**src/rtl/i2c_tgt_pkg.sv**
```systemverilog
package i2c_tgt_pkg;
  typedef enum logic [2:0] {
    PH_IDLE,
    PH_DEV,
    PH_AHI,
    PH_ALO,
    PH_WDAT,
    PH_RDAT
  } phase_t;
endpackage

```
**src/rtl/i2c_line_cond.sv**
```systemverilog
module i2c_line_cond #(
  parameter int SYNC_STAGES = 2
) (
  input  logic clk,
  input  logic rst_n,
  input  logic scl_i,
  input  logic sda_i,
  output logic scl_lvl_o,
  output logic sda_lvl_o,
  output logic scl_rise_o,
  output logic scl_fall_o,
  output logic start_o,
  output logic stop_o
);
  logic [SYNC_STAGES-1:0] scl_sh, sda_sh;
  logic scl_q, sda_q;

  always_ff @(posedge clk or negedge rst_n) begin
    if (!rst_n) begin
      scl_sh <= '1;
      sda_sh <= '1;
      scl_q  <= 1'b1;
      sda_q  <= 1'b1;
    end else begin
      scl_sh <= {scl_sh[SYNC_STAGES-2:0], scl_i};
      sda_sh <= {sda_sh[SYNC_STAGES-2:0], sda_i};
      scl_q  <= scl_sh[SYNC_STAGES-1];
      sda_q  <= sda_sh[SYNC_STAGES-1];
    end
  end

  assign scl_lvl_o  = scl_sh[SYNC_STAGES-1];
  assign sda_lvl_o  = sda_sh[SYNC_STAGES-1];
  assign scl_rise_o = scl_lvl_o & ~scl_q;
  assign scl_fall_o = ~scl_lvl_o & scl_q;
  assign start_o    = scl_lvl_o & scl_q & sda_q & ~sda_lvl_o;
  assign stop_o     = scl_lvl_o & scl_q & ~sda_q & sda_lvl_o;
endmodule

```
**src/rtl/i2c_addr_ctr.sv**
```systemverilog
module i2c_addr_ctr #(
  parameter int ADDR_W = 14,
  parameter int PAGE_W = 5
) (
  input  logic              clk,
  input  logic              rst_n,
  input  logic              ld_i,
  input  logic [ADDR_W-1:0] ld_val_i,
  input  logic              inc_page_i,
  input  logic              inc_lin_i,
  output logic [ADDR_W-1:0] cnt_o
);
  localparam logic [ADDR_W-1:0] A_ONE  = 1;
  localparam logic [PAGE_W-1:0] PG_ONE = 1;

  logic [ADDR_W-1:0] cnt_q, cnt_n;
  logic [PAGE_W-1:0] pg_inc;

  assign pg_inc = cnt_q[PAGE_W-1:0] + PG_ONE;

  always_comb begin
    cnt_n = cnt_q;
    if (ld_i)            cnt_n = ld_val_i;
    else if (inc_lin_i)  cnt_n = cnt_q + A_ONE;
    else if (inc_page_i) cnt_n = {cnt_q[ADDR_W-1:PAGE_W], pg_inc};
  end

  always_ff @(posedge clk or negedge rst_n) begin
    if (!rst_n) cnt_q <= '0;
    else        cnt_q <= cnt_n;
  end

  assign cnt_o = cnt_q;

  AST_PAGE_UPPER_HELD: assert property (@(posedge clk) disable iff (!rst_n)
    $past(inc_page_i && !ld_i && !inc_lin_i) |-> cnt_q[ADDR_W-1:PAGE_W] == $past(cnt_q[ADDR_W-1:PAGE_W]));
  AST_LINEAR_WRAP: assert property (@(posedge clk) disable iff (!rst_n)
    $past(inc_lin_i && !ld_i && (&cnt_q)) |-> cnt_q == '0);
endmodule

```
**src/rtl/i2c_mem_target.sv**
```systemverilog
module i2c_mem_target
  import i2c_tgt_pkg::*;
#(
  parameter int         ADDR_W      = 14,
  parameter int         PAGE_W      = 5,
  parameter int         SYNC_STAGES = 2,
  parameter logic [6:0] DEV_ID      = 7'b1010001
) (
  input  logic        clk,
  input  logic        rst_n,
  input  logic        scl_i,
  input  logic        sda_i,
  output logic        sda_pull_o,
  input  logic        busy_i,
  output logic [15:0] rd_addr_o,
  input  logic [7:0]  rd_data_i,
  output logic        wr_req_o,
  output logic [15:0] wr_addr_o,
  output logic [7:0]  wr_data_o,
  input  logic        wr_protect_i,
  output logic        commit_o
);
  localparam int HI_W  = ADDR_W - 8;
  localparam int PAD_W = 15 - ADDR_W;

  logic scl_lvl, sda_lvl, scl_rise, scl_fall, start_c, stop_c;

  i2c_line_cond #(.SYNC_STAGES(SYNC_STAGES)) u_cond (
    .clk(clk), .rst_n(rst_n), .scl_i(scl_i), .sda_i(sda_i),
    .scl_lvl_o(scl_lvl), .sda_lvl_o(sda_lvl), .scl_rise_o(scl_rise),
    .scl_fall_o(scl_fall), .start_o(start_c), .stop_o(stop_c)
  );

  phase_t          ph_q, ph_n;
  logic [3:0]      bit_q, bit_n;
  logic [7:0]      sh_q, sh_n;
  logic            pull_q, pull_n;
  logic [HI_W:0]   hi_q, hi_n;
  logic            sel_q, sel_n;
  logic            dseen_q, dseen_n;
  logic            mnack_q, mnack_n;
  logic            ctr_ld, ctr_inc_pg, ctr_inc_ln, wr_fire, commit;
  logic [ADDR_W-1:0] cnt;
  logic [2:0]      rd_idx;

  assign rd_idx = 3'(4'd7 - bit_q);

  i2c_addr_ctr #(.ADDR_W(ADDR_W), .PAGE_W(PAGE_W)) u_ctr (
    .clk(clk), .rst_n(rst_n), .ld_i(ctr_ld), .ld_val_i({hi_q[HI_W-1:0], sh_q}),
    .inc_page_i(ctr_inc_pg), .inc_lin_i(ctr_inc_ln), .cnt_o(cnt)
  );

  always_comb begin
    ph_n = ph_q;  bit_n = bit_q;  sh_n = sh_q;  pull_n = pull_q;
    hi_n = hi_q;  sel_n = sel_q;  dseen_n = dseen_q;  mnack_n = mnack_q;
    ctr_ld = 1'b0;  ctr_inc_pg = 1'b0;  ctr_inc_ln = 1'b0;
    wr_fire = 1'b0;  commit = 1'b0;
    if (busy_i) begin
      ph_n = PH_IDLE;  pull_n = 1'b0;  bit_n = '0;  dseen_n = 1'b0;
    end else if (start_c) begin
      ph_n = PH_DEV;  pull_n = 1'b0;  bit_n = '0;  dseen_n = 1'b0;
    end else if (stop_c) begin
      commit  = (ph_q == PH_WDAT) && dseen_q && (bit_q <= 4'd1);
      ph_n    = PH_IDLE;  pull_n = 1'b0;  bit_n = '0;  dseen_n = 1'b0;
    end else if (ph_q != PH_IDLE) begin
      if (scl_rise) begin
        if (bit_q < 4'd8) begin
          if (ph_q != PH_RDAT) sh_n = {sh_q[6:0], sda_lvl};
          bit_n = bit_q + 4'd1;
        end else if (bit_q == 4'd8) begin
          bit_n   = 4'd9;
          mnack_n = sda_lvl;
        end
      end else if (scl_fall) begin
        if (bit_q == 4'd8) begin
          case (ph_q)
            PH_DEV:  pull_n = (sh_q[7:1] == DEV_ID);
            PH_AHI:  begin hi_n = {sh_q[7], sh_q[HI_W-1:0]}; pull_n = 1'b1; end
            PH_ALO:  begin ctr_ld = 1'b1; sel_n = hi_q[HI_W]; pull_n = 1'b1; end
            PH_WDAT: begin
              wr_fire    = !wr_protect_i;
              pull_n     = !wr_protect_i;
              dseen_n    = dseen_q | !wr_protect_i;
              ctr_inc_pg = !sel_q;
            end
            PH_RDAT: begin pull_n = 1'b0; ctr_inc_ln = !sel_q; end
            default: pull_n = 1'b0;
          endcase
        end else if (bit_q == 4'd9) begin
          bit_n  = '0;
          pull_n = 1'b0;
          case (ph_q)
            PH_DEV: begin
              if (sh_q[7:1] != DEV_ID) ph_n = PH_IDLE;
              else if (sh_q[0]) begin
                ph_n = PH_RDAT;  sh_n = rd_data_i;  pull_n = ~rd_data_i[7];
              end else ph_n = PH_AHI;
            end
            PH_AHI: ph_n = PH_ALO;
            PH_ALO: ph_n = PH_WDAT;
            PH_RDAT: begin
              if (mnack_q) ph_n = PH_IDLE;
              else begin sh_n = rd_data_i; pull_n = ~rd_data_i[7]; end
            end
            default: ph_n = ph_q;
          endcase
        end else if (ph_q == PH_RDAT && bit_q != 4'd0) begin
          pull_n = ~sh_q[rd_idx];
        end
      end
    end
  end

  always_ff @(posedge clk or negedge rst_n) begin
    if (!rst_n) begin
      ph_q <= PH_IDLE;  bit_q <= '0;  sh_q <= '0;  pull_q <= 1'b0;
      hi_q <= '0;  sel_q <= 1'b0;  dseen_q <= 1'b0;  mnack_q <= 1'b0;
    end else begin
      ph_q <= ph_n;  bit_q <= bit_n;  sh_q <= sh_n;  pull_q <= pull_n;
      hi_q <= hi_n;  sel_q <= sel_n;  dseen_q <= dseen_n;  mnack_q <= mnack_n;
    end
  end

  assign sda_pull_o = pull_q;
  assign rd_addr_o  = {sel_q, {PAD_W{1'b0}}, cnt};
  assign wr_addr_o  = rd_addr_o;
  assign wr_data_o  = sh_q;
  assign wr_req_o   = wr_fire;
  assign commit_o   = commit;

  AST_PULL_ONLY_SCL_LOW: assert property (@(posedge clk) disable iff (!rst_n)
    $rose(sda_pull_o) |-> !scl_lvl);
  AST_BUSY_SILENT: assert property (@(posedge clk) disable iff (!rst_n)
    $past(busy_i) |-> !sda_pull_o);
  AST_BUSY_NO_WRITE: assert property (@(posedge clk) disable iff (!rst_n)
    busy_i |-> !wr_req_o && !commit_o);
  AST_WR_SINGLE_PULSE: assert property (@(posedge clk) disable iff (!rst_n)
    wr_req_o |=> !wr_req_o);
  AST_COMMIT_RELEASES: assert property (@(posedge clk) disable iff (!rst_n)
    commit_o |=> !sda_pull_o && !commit_o);
endmodule

```
**config.mk**
```make
export PLATFORM = sky130hd
export DESIGN_NAME = i2c_mem_target
export DESIGN_NICKNAME = d
export VERILOG_FILES = /design/src/rtl/i2c_tgt_pkg.sv /design/src/rtl/i2c_line_cond.sv /design/src/rtl/i2c_addr_ctr.sv /design/src/rtl/i2c_mem_target.sv
export SDC_FILE = /design/constraint.sdc
export NUM_CORES = 1
export LEC_CHECK = 0
export ABC_CLOCK_PERIOD_IN_PS = 2700
export CAP_MARGIN = 10
export CORE_MARGIN = 2
export CORE_UTILIZATION = 45
export CTS_CLUSTER_SIZE = 12
export DETAILED_ROUTE_END_ITERATION = 10
export PLACE_DENSITY = 0.74
export SYNTH_ARGS = -nofsm -noshare
export SYNTH_HDL_FRONTEND = slang
export SYNTH_HIERARCHICAL = 1
export SYNTH_SLANG_ARGS = --single-unit
```
**constraint.sdc**
```tcl
create_clock -name clk -period 2.7 [get_ports clk]
set_input_delay 0.54 -clock clk [delete_from_list [all_inputs] [get_ports clk]]
set_output_delay 0.54 -clock clk [all_outputs]
set_load 0.005 [all_outputs]
```
==> Word-level counts from Yosys, hierarchy flattened <==
Cells that the tools add are included.
{ "word_totals": {"register_bits": 46, "rom_bits": 0, "latchBits": 0, "ramBits": 0, "n_memories": 0, "in_bits": 14, "wordCells": 187, "output_inout_bits": 43} }
{ "op_classes": {"n_eq_ne": 21, "bitwise": 19, "reduce_logical": 31, "n_mux": 94, "addsub": 4, "magnitude_cmp": 3, "n_div": 0, "shifts": 0, "n_mul": 0} }
{ "ops": {"columns": ["op", "n"], "rows": [
  ["$mux W8", 9],
  ["$mux W1", 56],
  ["$mux W4", 10],
  ["$mux W3", 11],
  ["$mux W14", 2],
  ["$reduce_bool A4 Y1", 6],
  ["$pmux W8 S2", 1],
  ["$reduce_and A8 Y1", 2],
  ["$add A14 B1 Y14 const B", 1],
  ["$reduce_and A7 Y1", 2],
  ["$reduce_and A13 Y1", 1],
  ["$ne A3 B3 Y1 const B", 4],
  ["$pmux W3 S4", 1],
  ["$reduce_and A12 Y1", 1],
  ["$not A1 Y1", 11],
  ["$ne A5 B5 Y1 const B", 2],
  ["$reduce_and A5 Y1", 2],
  ["$reduce_bool A5 Y1", 2],
  ["$reduce_bool A3 Y1", 3],
  ["$eq A4 B4 Y1 const B", 2],
  ["$and A1 B1 Y1", 7],
  ["$eq A7 B7 Y1 const B", 1],
  ["$ne A7 B7 Y1 const B", 1],
  ["$reduce_bool A7 Y1", 1],
  ["25 further kinds", 33]
]} }

==> Depth between registers and ports, before layout <==
{ "logic_depth": {"depth_word": 13, "ltp_mapped": 10, "mapped_depth_nobuf": 8} }

==> Hierarchy <==
Netlist, hierarchy kept.
{ "by_module_without_submodules": {"columns": ["module", "n_inst", "seq_area_each_um2", "cells_per_inst", "area_per_inst_um2"], "rows": [
  ["i2c_mem_target", 1, 650.6, 194, 1853.0],
  ["i2c_addr_ctr", 1, 350.3, 94, 857.1],
  ["i2c_line_cond", 1, 157.7, 10, 190.2]
]} }

==> Worst setup path after synthesis <==
Ideal clock, no wire load.
{ "synth_timing": {"path_type": "register to register", "start": "register u_cond.sda_q", "end": "register u_ctr.cnt_q[8] (netlist: u_ctr/cnt_o[8])", "period_less_slack_ns": 2.900, "path_stages_with_launch": 11, "arrival_ns": 2.831, "required_time_ns": 2.631, "setup_time_ns": 0.069, "path_buffers": 2, "path_slack_ns": -0.200, "cell_sequence": "dfstp_2 > and4b_1 > or3_1 > clkbuf_1 > nor2_1 > nand3_1 > nor3_1 > nand4_2 > buf_2 > or4_1 > nand3_1"} }
{ "synth_via": {"elab_chain_cells": 7, "word_cells_on_any_way": 13, "cone_classes": "7 x mux; 5 x bitwise; 1 x reduce/logical"} }
{ "synth_rtl": {"columns": ["item", "line", "source"], "rows": [
  ["start: declaration", "i2c_line_cond.sv:16", "logic scl_q, sda_q;"],
  ["start signal: assignment", "i2c_line_cond.sv:28", "sda_q <= sda_sh[SYNC_STAGES-1];"],
  ["$not A1 Y1", "i2c_line_cond.sv:37", "assign stop_o = scl_lvl_o & scl_q & ~sda_q & sda_lvl_o;"],
  ["$and A1 B1 Y1 (2 in a row)", "i2c_line_cond.sv:37", null],
  ["via stop_c", "i2c_mem_target.sv:26", "logic scl_lvl, sda_lvl, scl_rise, scl_fall, start_c, stop_c;"],
  ["$mux W1", "i2c_mem_target.sv:62", "end else if (stop_c) begin"],
  ["$mux W1", "i2c_mem_target.sv:60", "end else if (start_c) begin"],
  ["$mux W1", "i2c_mem_target.sv:58", "if (busy_i) begin"],
  ["via ctr_inc_ln", "i2c_mem_target.sv:42", "logic ctr_ld, ctr_inc_pg, ctr_inc_ln, wr_fire, commit;"],
  ["$reduce_bool A2 Y1 (no line)", null, null],
  ["end signal: assignment", "i2c_addr_ctr.sv:30", "else cnt_q <= cnt_n;"],
  ["end: declaration", "i2c_addr_ctr.sv:16", "logic [ADDR_W-1:0] cnt_q, cnt_n;"]
]} }
The timed path passes the listed nets, and every way through them passes these cells.
A chain may end at the register's enable or synchronous reset.

==> Final worst setup path <==
{ "layout_timing": {"start": "register u_cond.sda_sh[1]", "end": "register u_ctr.cnt_q[7] (netlist: u_ctr/cnt_o[7])"} }
{ "layout_via": {"elab_chain_cells": 5, "word_cells_on_any_way": 11, "cone_classes": "7 x mux; 3 x bitwise; 1 x reduce/logical"} }
{ "layout_rtl": {"columns": ["item", "line", "source"], "rows": [
  ["start: declaration", "i2c_line_cond.sv:15", "logic [SYNC_STAGES-1:0] scl_sh, sda_sh;"],
  ["start signal: assignment", "i2c_line_cond.sv:26", "sda_sh <= {sda_sh[SYNC_STAGES-2:0], sda_i};"],
  ["$not A1 Y1", "i2c_line_cond.sv:36", "assign start_o = scl_lvl_o & scl_q & sda_q & ~sda_lvl_o;"],
  ["$and A1 B1 Y1", "i2c_line_cond.sv:36", null],
  ["via start_c", "i2c_mem_target.sv:26", null],
  ["$mux W1", "i2c_mem_target.sv:60", null],
  ["$mux W1", "i2c_mem_target.sv:58", null],
  ["via ctr_inc_ln", "i2c_mem_target.sv:42", null],
  ["$reduce_bool A2 Y1 (no line)", null, null]
]} }
The timed path passes the listed nets, and every way through them passes these cells.

==> results.tsv <==
metric	value	unit
status	finished clean	
finalClockSkew	0.0118	ns
yosys_warnings	6	
slew_viol_final	0	
leakagePower	0.00168	µW
stdcell_area	3910	µm²
synth-edff-count	0	
vias	2779	
ant_nets	0	
synth.largest_area_cell	dfrtp_1	
final_cell_mix	clkdlybuf4s50_1, dfrtp_1, buf_4	
ys_async_sr_fraction	100	%
relSlewSlack	34.6	%
rows	29	
drtIter0Drc	131	
gp_congestion	0.899	
grt_usage	21.8	%
syn_area	2900	µm²
syn_inst	298	
ys_ff_latch	46	
yosys_most_used_dff	dfrtp_1	
final_hold_viol_count	0	
dp_hpwl	5210	µm
reg2reg_slack	0.00006	ns
start_util	46.2	%
grt_setup_unrepaired	true	
cpPeakStageDelay	0.54	ns
setup_tns	0	ns
nets	397	
viasPerCell	6.08	
clkTransAtPathRegs	0.09	ns
core	6280	µm²
crit_arrival	2.92	ns
grt_pass1_vias	2630	
layout_commonest_cell	clkdlybuf4s50_1	
pwr_density_cell	324	nW/µm²
num-fill-cells	487	
whs	0.358	ns
worst-slew-pin-transition	0.981	ns
wire_per_inst	16.9	µm
numCtsBuffers	5	
io_pins	57	
finalCriticalPeriod	2.70	ns
clk_latency	0.30	ns
overflow	0	
wl	7710	µm
synth_area_leaders	dfrtp_1, mux2_2, dfstp_2, buf_4, nor2_1	
synth_cell_types	68	
area_growth	34.9	%
drive_above_1_share	28.7	%
cts-root-buf	clkbuf_8	
path_class	register to register	
rr_endpoint	u_ctr/cnt_o[7]	
holdBufCountCts	0	
crit_path_end_kind	register	
fin_util	62.3	%
die_x	84.3	µm
seq_area_frac_synth	39.9	%
grt_first_pass_wirelength	12600	µm
endpoint	u_ctr/cnt_o[7]	
grt_max_degree	45	
worst-path-max-fanout	8	
total_power	1270	µW
cts.path.max_buffers	2	
min_period_over_period	100	%
die_area	7100	µm²
io_buffers	54	
setup_viol	0	
max_cap_viol_count	0	
htreeDepth	2	
ir_drop	225	µV
worstPathRequired	2.92	ns
hold_depth	0	
antenna_cells	0	
place_area	3540	µm²
cp-start-kind	register	
worst_hold_path_type	register to register	
yosysTopAreaCellShare	34.5	%
rr_worst_depth	9	
die_y	84.3	µm
startpoint	u_cond/sda_sh[1]	
rr_startpoint	u_cond/sda_sh[1]	
drc	0	
cp_slowest_cell	dfstp_2	
cts_sinks	46	
crit_path_cell_trace	and4b_1 > or3_4 > nor2_4 > nand3_4 > buf_6 > nor3_4 > nand4_4 > or4_1 > a31oi_1	
cts_tree	yes	
max_freq	0.370	GHz
syn_avg_cell_area	9.73	µm²
first_pass_iters	5	
antenna_found_initial	0	
sequential cells by signal, indices dropped and copies added, names as in the netlist:
register and cells:
u_cond/scl_sh 2, wr_data_o 8, ph_q 3, sel_q 1, u_ctr/cnt_o 14, u_cond/sda_q 1
dseen_q 1, bit_q 4, mnack_q 1, u_cond/scl_q 1, sda_pull_o 1, hi_q 7
u_cond/sda_sh 2
cell families after synthesis:
family	Yosys count	share of synthesized area [%]
DFF	46	39.9
muxes	20	7.98
xor gates and xnor gates	5	1.51
adders and majority gates	4	1.73
buffers and inverters	41	9.27
and+or+nand+nor	109	21.1
AOI/OAI and AO/OA	72	18.4
other	1	0.129
worst min-delay path by stage:
stage	slack, ns	endpoint	startpoint
detailed placement	0.35	u_cond/scl_sh[1]	u_cond/scl_sh[0]
global route	0.37	u_cond/sda_sh[1]	u_cond/sda_sh[0]
finish	0.36	u_cond/scl_sh[1]	u_cond/scl_sh[0]
CTS	0.36	u_cond/scl_sh[1]	u_cond/scl_sh[0]
global placement	0.35	u_cond/scl_sh[1]	u_cond/scl_sh[0]
floorplan	0.24	bit_q[0]	rst_n
per-layer routing:
layer / wire length [µm] / up-vias / global-route usage (%)
met5: 0 / - / 0
met1: 3130 / 1337 / 28.5
met2: 3740 / 167 / 36.1
li1: - / 1259 / -
met3: 710 / 16 / 4.42
met4: 127 / 0 / 7.62
critical path: cells and delay by family, from the launching register on:
kind                   cells  cell delay, ns
AND/OR/NAND/NOR            7            1.75
buffers and inverters      1            0.16
flip-flops                 1            0.54
AO/OA/AOI/OAI              1            0.17
where the power goes:
group	total (µW)	leakage, µW	internal, µW	switching (µW)
clock network	433	0.0000482	207	226
registers	712	0.000617	702	10.2
logic	123	0.00102	56.4	66.4
cell type report:
type                    count  area [µm²]  share of cell area (%)
inverters                  13        52.6                    1.34
clock buffers               7        86.3                    2.21
well taps                  77        96.3                    2.46
repair buffers            100         935                    23.9
repair inverters            1        5.00                   0.128
multi-input cells         212        1580                    40.2
flip-flops and latches     46        1160                    29.6
clock inverters             1        5.00                   0.128
cell usage after synthesis, types with 3 or more instances:
master     n
dfrtp_1   40
nor2_1    23
nand2_1   22
buf_4     18
mux2_2    15
o21ai_0   13
inv_1     12
nand3_1   10
a21oi_1    9
a31oi_1    8
nand4_1    8
nor3_1     7
a22o_2     6
dfstp_2    6
nor2b_1    5
o31ai_1    5
xor2_1     5
ha_1       4
mux2i_1    4
nand2b_1   4
o211ai_1   4
or4_1      4
clkbuf_1   3
clkbuf_8   3
o41ai_1    3
per-stage QoR:
step	cells	worst slack, ns
after floorplan	299	0.0139
after global placement	430	-0.221
after detailed placement	430	-0.296
after CTS	454	-0.104
after global routing	457	-0.153
final	457	0.0000560
what timing repair did:
action                     4_1_cts  5_1_grt
setup buffers                   16        4
pin swaps                        6       13
gates resized for setup         11       19
setup endpoints to repair        3       13
gates cloned                     0        1
(Power assumes the default switching activity.)
